[src/rtl/irq_stat_pkg.sv]
package irq_stat_pkg;
   localparam int NUM_STICKY = 7;
   // index order: timer, gpio0..2, target error, dma error, software
   localparam int STICKY_POS [NUM_STICKY] = '{3, 4, 5, 6, 12, 13, 15};
   localparam bit STICKY_SRST [NUM_STICKY] = '{1'b0, 1'b0, 1'b0, 1'b0, 1'b1, 1'b1, 1'b0};
   localparam int PHY_POS = 2;
   localparam int SW_POS = 15;
   localparam int DMA_POS = 13;
   localparam logic [31:0] RSVD_MASK = 32'hFFFF_4F80;
endpackage

[src/rtl/irq_sticky_bit.sv]
module irq_sticky_bit #(
   parameter bit SRST_CLR = 1'b0
) (
   input  logic clk,
   input  logic rst_n,
   input  logic set_i,
   input  logic clr_i,
   input  logic srst_i,
   output logic q_o
);
   localparam logic USE_SRST = SRST_CLR;
   logic kill;

   assign kill = clr_i | (srst_i & USE_SRST);

   always_ff @(posedge clk or negedge rst_n) begin
      if (!rst_n) q_o <= 1'b0;
      else        q_o <= set_i | (q_o & ~kill);
   end

   AST_SET_WINS: assert property (@(posedge clk) disable iff (!rst_n)
      set_i |=> q_o);
   AST_W1C_CLEARS: assert property (@(posedge clk) disable iff (!rst_n)
      (clr_i && !set_i) |=> !q_o);
   AST_HOLDS_IDLE: assert property (@(posedge clk) disable iff (!rst_n)
      (!set_i && !clr_i && !srst_i) |=> $stable(q_o));
endmodule

[src/rtl/irq_rise_det.sv]
module irq_rise_det (
   input  logic clk,
   input  logic rst_n,
   input  logic lvl_i,
   output logic rise_o
);
   logic prev_q;

   always_ff @(posedge clk or negedge rst_n) begin
      if (!rst_n) prev_q <= 1'b0;
      else        prev_q <= lvl_i;
   end

   assign rise_o = lvl_i & ~prev_q;

   AST_RISE_SINGLE: assert property (@(posedge clk) disable iff (!rst_n)
      rise_o |=> !rise_o);
endmodule

[src/rtl/irq_rd_port.sv]
module irq_rd_port #(
   parameter int DATA_W = 32
) (
   input  logic              clk,
   input  logic              rst_n,
   input  logic              rd_i,
   input  logic              hit_i,
   input  logic [DATA_W-1:0] stat_i,
   output logic [DATA_W-1:0] rdata_o
);
   always_ff @(posedge clk or negedge rst_n) begin
      if (!rst_n)     rdata_o <= '0;
      else if (rd_i)  rdata_o <= hit_i ? stat_i : '0;
   end

   AST_RD_LATENCY: assert property (@(posedge clk) disable iff (!rst_n)
      (rd_i && hit_i) |=> rdata_o == $past(stat_i));
   AST_RD_MISS_ZERO: assert property (@(posedge clk) disable iff (!rst_n)
      (rd_i && !hit_i) |=> rdata_o == '0);
endmodule

[src/rtl/irq_status_reg.sv]
module irq_status_reg #(
   parameter int ADDR_W     = 8,
   parameter int DATA_W     = 32,
   parameter int REG_OFFSET = 'hC8
) (
   input  logic              clk,
   input  logic              rst_n,
   input  logic [ADDR_W-1:0] bus_addr,
   input  logic              bus_wr,
   input  logic [DATA_W-1:0] bus_wdata,
   input  logic              bus_rd,
   output logic [DATA_W-1:0] bus_rdata,
   input  logic              sw_int_en,
   input  logic              dma_err,
   input  logic              tgt_err,
   input  logic [2:0]        gpio_evt,
   input  logic              tmr_wrap,
   input  logic              phy_irq,
   input  logic              soft_rst,
   output logic              irq
);
   import irq_stat_pkg::*;

   localparam logic [ADDR_W-1:0] OFFS = ADDR_W'(REG_OFFSET);

   generate
      if (DATA_W != 32) begin : g_bad_width
         $error("irq_status_reg: DATA_W must be 32");
      end
      if (REG_OFFSET >= (1 << ADDR_W)) begin : g_bad_offset
         $error("irq_status_reg: REG_OFFSET does not fit ADDR_W");
      end
   endgenerate

   logic                  hit;
   logic                  wr_hit;
   logic                  sw_rise;
   logic [NUM_STICKY-1:0] ev;
   logic [NUM_STICKY-1:0] clr;
   logic [NUM_STICKY-1:0] sticky_q;
   logic [DATA_W-1:0]     stat_w;
   logic                  unused_wdata;

   assign hit          = (bus_addr == OFFS);
   assign wr_hit       = bus_wr & hit;
   assign unused_wdata = ^bus_wdata;

   irq_rise_det u_sw_edge (
      .clk    (clk),
      .rst_n  (rst_n),
      .lvl_i  (sw_int_en),
      .rise_o (sw_rise)
   );

   assign ev = {sw_rise, dma_err, tgt_err, gpio_evt, tmr_wrap};

   generate
      for (genvar g = 0; g < NUM_STICKY; g++) begin : g_sticky
         assign clr[g] = wr_hit & bus_wdata[STICKY_POS[g]];
         irq_sticky_bit #(.SRST_CLR(STICKY_SRST[g])) u_bit (
            .clk    (clk),
            .rst_n  (rst_n),
            .set_i  (ev[g]),
            .clr_i  (clr[g]),
            .srst_i (soft_rst),
            .q_o    (sticky_q[g])
         );
      end
   endgenerate

   always_comb begin
      stat_w          = '0;
      stat_w[PHY_POS] = phy_irq;
      for (int i = 0; i < NUM_STICKY; i++) begin
         stat_w[STICKY_POS[i]] = sticky_q[i];
      end
   end

   assign irq = |stat_w;

   irq_rd_port #(.DATA_W(DATA_W)) u_rd (
      .clk     (clk),
      .rst_n   (rst_n),
      .rd_i    (bus_rd),
      .hit_i   (hit),
      .stat_i  (stat_w),
      .rdata_o (bus_rdata)
   );

   AST_RSVD_ZERO: assert property (@(posedge clk) disable iff (!rst_n)
      (bus_rdata & RSVD_MASK) == '0);
   AST_PHY_RAISES_IRQ: assert property (@(posedge clk) disable iff (!rst_n)
      phy_irq |-> irq);
   AST_SRST_CLEARS_DMA: assert property (@(posedge clk) disable iff (!rst_n)
      (soft_rst && !dma_err) |=> !stat_w[DMA_POS]);
   AST_SW_EVENT_SETS: assert property (@(posedge clk) disable iff (!rst_n)
      sw_rise |=> stat_w[SW_POS]);
endmodule

[config.mk]
export PLATFORM = sky130hd
export DESIGN_NAME = irq_status_reg
export DESIGN_NICKNAME = d
export VERILOG_FILES = /design/src/rtl/irq_stat_pkg.sv /design/src/rtl/irq_sticky_bit.sv /design/src/rtl/irq_rise_det.sv /design/src/rtl/irq_rd_port.sv /design/src/rtl/irq_status_reg.sv
export SDC_FILE = /design/constraint.sdc
export NUM_CORES = 1
export LEC_CHECK = 0
export CAP_MARGIN = 10
export CORE_ASPECT_RATIO = 0.9
export CORE_MARGIN = 4
export CORE_UTILIZATION = 30
export DETAILED_ROUTE_END_ITERATION = 8
export PLACE_DENSITY_LB_ADDON = 0.1
export SLEW_MARGIN = 5
export SYNTH_ARGS = -nofsm -noshare
export SYNTH_HDL_FRONTEND = slang
export SYNTH_SLANG_ARGS = --single-unit
[constraint.sdc]
create_clock -name clk -period 1 [get_ports clk]
set_input_delay 0.15 -clock clk [delete_from_list [all_inputs] [get_ports clk]]
set_output_delay 0.15 -clock clk [all_outputs]
set_load 0.01 [all_outputs]
==> metrics.csv, run 1 <==
stage,metric,value,unit
status,outcome,finished with violations,
clock_network,htree depth,1,
setup_path,CP peak stage delay,0.39,ns
finish,layout cells sized above 1,0.3022,
route,DR vias,712,
finish,Nets,193,
logic_synthesis,#FFs+latches synth,16,
finish,most common library cell in the layout ignoring fill and taps,conb_1,
global_routing,gr usage total,0.09295,
logic_synthesis,post-synthesis cell count,92,
floorplan,Die Footprint,0.004007,sq mm
setup_path,crit path launch type,flop,
sta,highest clock rate,763.5,MHz
place,IO Port Bufs,36,
clock_network,Skew-Pair Late Insertion Delay,0.28,ns
setup_path,crit path max fanout,2,
setup_path,Critical Path AT,1.16,ns
clock_network,Post-CTS Hold Buffers,0,
sta,Fin Clk Skew,0.005884,ns
clock_network,Clock Tree Buf Depth,2,
global_routing,GRT overflow,0,
sta,Tmin final,1.310,ns
setup_path,FF-to-FF path depth,3,
finish,fill count,288,
clock_network,Root Driver,clkbuf_4,
finish,register area,400.4,sq um
sta,"Setup violations, final",1,
clock_network,number of CTS-inserted buffers,3,
route,Final ANT Viol Nets,0,
power,Peak VDD IR,726.0,uV
logic_synthesis,Yosys warning total,0,
logic_synthesis,"Seq/Total Area, Yosys",0.4366,
setup_path,CP Capture Type,output pin,
sta,Fin Setup TNS,-0.3097,ns
floorplan,Die Y-Extent,60.46,microns
finish,Multi-input gate area,436.7,sq um
global_routing,number of antenna violations at the first check in global routing,0,
route,"wirelength, routed",1872,microns
floorplan,number of top-level pins,86,
floorplan,Die Wd,66.28,microns
status,failing checks,setup timing,
clock_network,CTS tree,yes,
floorplan,Std-Cell Core Area,0.002838,sq mm
sta,final worst slack,-0.3097,ns
finish,Final Util,0.4832,
run,max_cap viols,0,
route,vias per cell,3.978,
finish,Layout area overhead,49.52,%
clock_network,clk sinks,16,
global_routing,first-pass GRT wire length,2780,microns
route,drt pass-1 iters,4,
setup_path,CP Class,reg -> out,
sta,Slew Limit Fails,0,
sta,final hold violation count,0,
logic_synthesis,Syn Std Cell Area,917.1,sq um
power,Tot Pwr,1.333,mW
sta,setup repair after global routing missed its margin,yes,
setup_path,worst path cell trace,"nor4_1, nand2_1, buf_2",
setup_path,CP required,0.85,ns
clock_network,Clock Pin Slew Worst Setup and Hold Paths,0.10,ns
place,GP Congestion,0.7271,
min_path,Hold Path Class,in -> async,
route,initial DRC count,22,
route,drt drc,0,
global_routing,vias in the first global route,622,
power,Lkg Pwr,0.6170,nW
global_routing,pin count of the biggest net entering global routing,17,
floorplan,FP Rows,18,
route,Avg WL per Cell,10.46,microns
place,"number of placed instances, taps included",174,
finish,Finished Layout Cells,179,
logic_synthesis,synthesized area per cell,9.969,sq um
finish,most frequent cells in the layout,"24 x conb_1, 22 x clkdlybuf4s50_1, 16 x dfrtp_1",
place,DP Worst Slack,-0.6637,ns
finish,ant diodes,0,
floorplan,Initial Util,0.3232,
logic_synthesis,"Distinct cells, synth",19,
setup_path,"Slowest-stage cell, CP",dfrtp_1,
sta,fin crit share,1.310,
power,power density over cell area,972.0,mW/mm^2
==> final cells by class <==
type / count / share of cell area
sequential: 16 / 0.2920
tap: 40 / 0.03650
clock buffer: 4 / 0.02646
timing repair buffer: 47 / 0.3020
multi-input combinational: 63 / 0.3184
inverter: 9 / 0.02463
==> report_power, final <==
part,switching [mW],internal [mW]
Sequential,0.00400,0.655
Combinational,0.118,0.133
Clock,0.201,0.222
==> state kept, by name, summed over array words and instances, names as in the netlist <==
register            flops
g_sticky.u_bit.q_o      7
u_rd.rdata_o            8
u_sw_edge.prev_q        1
==> cells in the mapped netlist <==
| master | n | area (sq um) |
|---|---|---|
| buf_4 | 24 | 180.2 |
| o22a_1 | 2 | 17.52 |
| nand2_1 | 9 | 33.78 |
| buf_6 | 1 | 11.26 |
| dfrtp_1 | 16 | 400.4 |
| nor4b_4 | 1 | 23.77 |
| nor2b_1 | 2 | 12.51 |
| inv_1 | 9 | 33.78 |
| nand3_1 | 1 | 5.000 |
| nand3b_1 | 6 | 45.04 |
| o22a_2 | 4 | 40.04 |
| nand4_4 | 1 | 21.27 |
| nand2b_1 | 1 | 6.260 |
| nor4_1 | 2 | 12.51 |
| clkbuf_1 | 2 | 7.510 |
| a2bb2oi_1 | 1 | 8.760 |
| o22ai_1 | 8 | 50.05 |
| nor2_1 | 1 | 3.750 |
| conb_1 | 1 | 3.750 |
==> logic make-up (layout without fill, tap and decap cells) <==
family / count (synthesis) / after routing / share of synthesized area
other cells: 1 / 24 / 0.004089
simple gates: 24 / 24 / 0.1787
buf+inv: 36 / 60 / 0.2537
flops: 16 / 16 / 0.4366
compound gates: 15 / 15 / 0.1269
==> critical path: cells and delay by family (launching register included) <==
family / cells / cell delay [ns]
simple gates: 2 / 0.34
buf+inv: 1 / 0.14
flops: 1 / 0.39
==> through the flow <==
stage / hold slack (ns) / area, sq um
2_1_floorplan: -0.1456 / 1003
3_3_place_gp: 0.4873 / 1315
3_5_place_dp: 0.4855 / 1315
4_1_cts: 0.1644 / 1371
5_1_grt: 0.1859 / 1371
6_report: 0.1674 / 1371
==> timing repair <==
action,4_1_cts,5_1_grt
pin swaps,6,5
endpoints found under the setup margin,24,17
gates resized for setup,53,5
setup buffers,2,0
hold endpoints to repair,0,0
==> routing by layer <==
layer,track usage,wire length [microns]
met4,0.02609,8
met1,0.1200,830
met5,0,0
met3,0.03704,206
met2,0.1457,826
==> final timing paths <==
check	startpoint	endpoint	slack [ns]
worst max register to register	g_sticky[5].u_bit.q_o	g_sticky[5].u_bit.q_o	0.05
max in group asynchronous	rst_n	g_sticky[1].u_bit.q_o	0.65
worst min-delay path	rst_n	g_sticky[3].u_bit.q_o	0.17
min in group clk	bus_addr[1]	g_sticky[5].u_bit.q_o	0.32
worst max-delay path	g_sticky[3].u_bit.q_o	irq	-0.31
worst min register to register	u_sw_edge.prev_q	g_sticky[6].u_bit.q_o	0.53
(Power assumes the default switching activity.)
==> inputs of run 2 (changes only) <==
--- a/config.mk
+++ b/config.mk
@@ -9,6 +9,7 @@
 export CORE_ASPECT_RATIO = 0.9
 export CORE_MARGIN = 4
 export CORE_UTILIZATION = 30
+export CTS_CLUSTER_DIAMETER = 200
 export DETAILED_ROUTE_END_ITERATION = 8
 export PLACE_DENSITY_LB_ADDON = 0.1
 export SLEW_MARGIN = 5
==> results of run 2 <==
The final DEF is identical to that of run 1; final timing and power are the same.
==> inputs of run 3 (changes only) <==
--- a/config.mk
+++ b/config.mk
@@ -6,10 +6,13 @@
 export NUM_CORES = 1
 export LEC_CHECK = 0
 export CAP_MARGIN = 10
+export CELL_PAD_IN_SITES_DETAIL_PLACEMENT = 0
+export CELL_PAD_IN_SITES_GLOBAL_PLACEMENT = 1
 export CORE_ASPECT_RATIO = 0.9
 export CORE_MARGIN = 4
-export CORE_UTILIZATION = 30
+export CORE_UTILIZATION = 18
 export CTS_CLUSTER_DIAMETER = 200
+export CTS_CLUSTER_SIZE = 40
 export DETAILED_ROUTE_END_ITERATION = 8
 export PLACE_DENSITY_LB_ADDON = 0.1
 export SLEW_MARGIN = 5
==> constraint.sdc (replaced) <==
create_clock -name clk -period 1.2 [get_ports clk]
set_input_delay 0.18 -clock clk [delete_from_list [all_inputs] [get_ports clk]]
set_output_delay 0.18 -clock clk [all_outputs]
set_load 0.01 [all_outputs]
==> metrics.csv, run 3 (same netlist as run 1, synthesis figures left out) <==
stage,metric,value,unit
status,outcome,finished with violations,
status,failing checks,setup timing,
sta,final worst slack,-0.1414,ns
floorplan,FP Rows,24,
clock_network,CTS tree,yes,
global_routing,GRT overflow,0,
finish,register area,400.4,sq um
clock_network,htree depth,1,
finish,max FFs per register,8,
finish,fill count,537,
clock_network,clk sinks,16,
global_routing,number of antenna violations at the first check in global routing,0,
clock_network,Skew-Pair Late Insertion Delay,0.24,ns
run,max_cap viols,0,
route,vias per cell,3.424,
sta,Slew Limit Fails,0,
finish,ant diodes,0,
place,GP Congestion,0.7125,
setup_path,CP Capture Type,output pin,
global_routing,gr usage total,0.06667,
route,drt drc,0,
floorplan,Die Footprint,0.006303,sq mm
setup_path,crit path max fanout,2,
route,drt pass-1 iters,4,
sta,"Setup violations, final",1,
power,power density over cell area,818.8,mW/mm^2
sta,fin crit share,1.118,
floorplan,Initial Util,0.1874,
setup_path,CP peak stage delay,0.45,ns
place,dpl hpwl,1792,microns
sta,Fin Setup TNS,-0.1414,ns
setup_path,flop2flop setup slack,0.25,ns
place,IO Port Bufs,36,
clock_network,Root Driver,clkbuf_8,
floorplan,Die Wd,83.24,microns
place,Placed Area,0.001346,sq mm
setup_path,crit path launch type,input port,
route,DR vias,695,
floorplan,number of top-level pins,86,
clock_network,Clock Pin Slew Worst Setup and Hold Paths,0.06,ns
sta,final hold violation count,0,
sta,highest clock rate,745.5,MHz
global_routing,first-pass GRT wire length,3443,microns
finish,most common library cell in the layout ignoring fill and taps,conb_1,
clock_network,number of CTS-inserted buffers,3,
setup_path,Critical Path AT,1.16,ns
sta,Fin Clk Skew,0.0001764,ns
power,Lkg Pwr,0.6251,nW
floorplan,Std-Cell Core Area,0.004895,sq mm
finish,top flop regs,"u_rd.rdata_o x8, g_sticky.u_bit.q_o x7, u_sw_edge.prev_q x1",
sta,Tmin final,1.341,ns
finish,Finished Layout Cells,203,
setup_path,CP required,1.02,ns
global_routing,pin count of the biggest net entering global routing,17,
finish,largest reg by FF count,u_rd.rdata_o,
min_path,Hold Path Class,in -> async,
clock_network,Clock Tree Buf Depth,2,
setup_path,worst path cell trace,"clkdlybuf4s50_1, nor4_2, nand2_1, buf_2",
sta,setup repair after global routing missed its margin,yes,
finish,layout cells sized above 1,0.1884,
global_routing,vias in the first global route,744,
place,"number of placed instances, taps included",199,
finish,Layout area overhead,53.34,%
power,Peak VDD IR,293.3,uV
place,DP Worst Slack,-0.5221,ns
floorplan,Die Y-Extent,75.72,microns
route,"wirelength, routed",2126,microns
finish,most frequent cells in the layout,"24 x conb_1, 23 x clkdlybuf4s50_1, 16 x dfrtp_1",
setup_path,CP Class,in -> out,
route,Avg WL per Cell,10.47,microns
finish,Nets,193,
route,Final ANT Viol Nets,0,
setup_path,"Slowest-stage cell, CP",clkdlybuf4s50_1,
power,Tot Pwr,1.152,mW
route,initial DRC count,21,
finish,Finished Cell Area,0.001406,sq mm
finish,Multi-input gate area,401.6,sq um
## run 3: report_power, final
group          total (mW)  leakage (nW)  switching [mW]  internal, mW
sequential          0.551         0.189         0.00391         0.547
combinational       0.207         0.415          0.0967         0.111
clock               0.393        0.0216           0.171         0.222
total                1.15         0.625           0.272         0.880
## run 3: through the flow
step / util / hold slack, ns
4_1_cts: 0.2832 / 0.2603
5_1_grt: 0.2873 / 0.3064
3_3_place_gp: 0.2751 / 0.5219
3_5_place_dp: 0.2751 / 0.5205
2_1_floorplan: - / -0.1156
6_report: 0.2873 / 0.2540
## run 3: repair_timing
item | CTS | global route
setup endpoints to repair | 24 | 2
buffers inserted | 0 | 1
endpoints found under the hold margin | 0 | 0
gates resized for setup | 19 | 2
hold buffers | 0 | 0
pin swaps | 6 | 3
## run 3: final cells by class
type / count / area share
Tap cell: 65 / 0.05783
Sequential cell: 16 / 0.2847
Timing Repair Buffer: 47 / 0.3185
Inverter: 9 / 0.02402
Multi-Input combinational cell: 63 / 0.2856
Clock buffer: 3 / 0.02936
## run 3: path summary, 6_finish.rpt
check / startpoint / endpoint / cells after the start
worst max-delay path: phy_irq / irq / 4
worst min-delay path: rst_n / g_sticky[5].u_bit.q_o / 2
worst max register to register: g_sticky[4].u_bit.q_o / g_sticky[4].u_bit.q_o / 3
worst min register to register: u_rd.rdata_o[12] / u_rd.rdata_o[12] / 2
max in group asynchronous: rst_n / u_rd.rdata_o[12] / 2
min in group clk: sw_int_en / u_sw_edge.prev_q / 1
## run 3: worst max-delay path, delay by kind of cell
kind,cells,cell delay [ns]
buffers and inverters,2,0.60
AND/OR/NAND/NOR,2,0.38
## run 3: layer usage
layer,vias to the layer above,part of all wire,track usage,routed length [microns]
met4,0,0,0.01633,0
met1,301,0.48,0.09359,1019
met5,-,0,0,0
li1,355,-,-,-
met2,39,0.44,0.1068,925
met3,0,0.086,0.01297,182
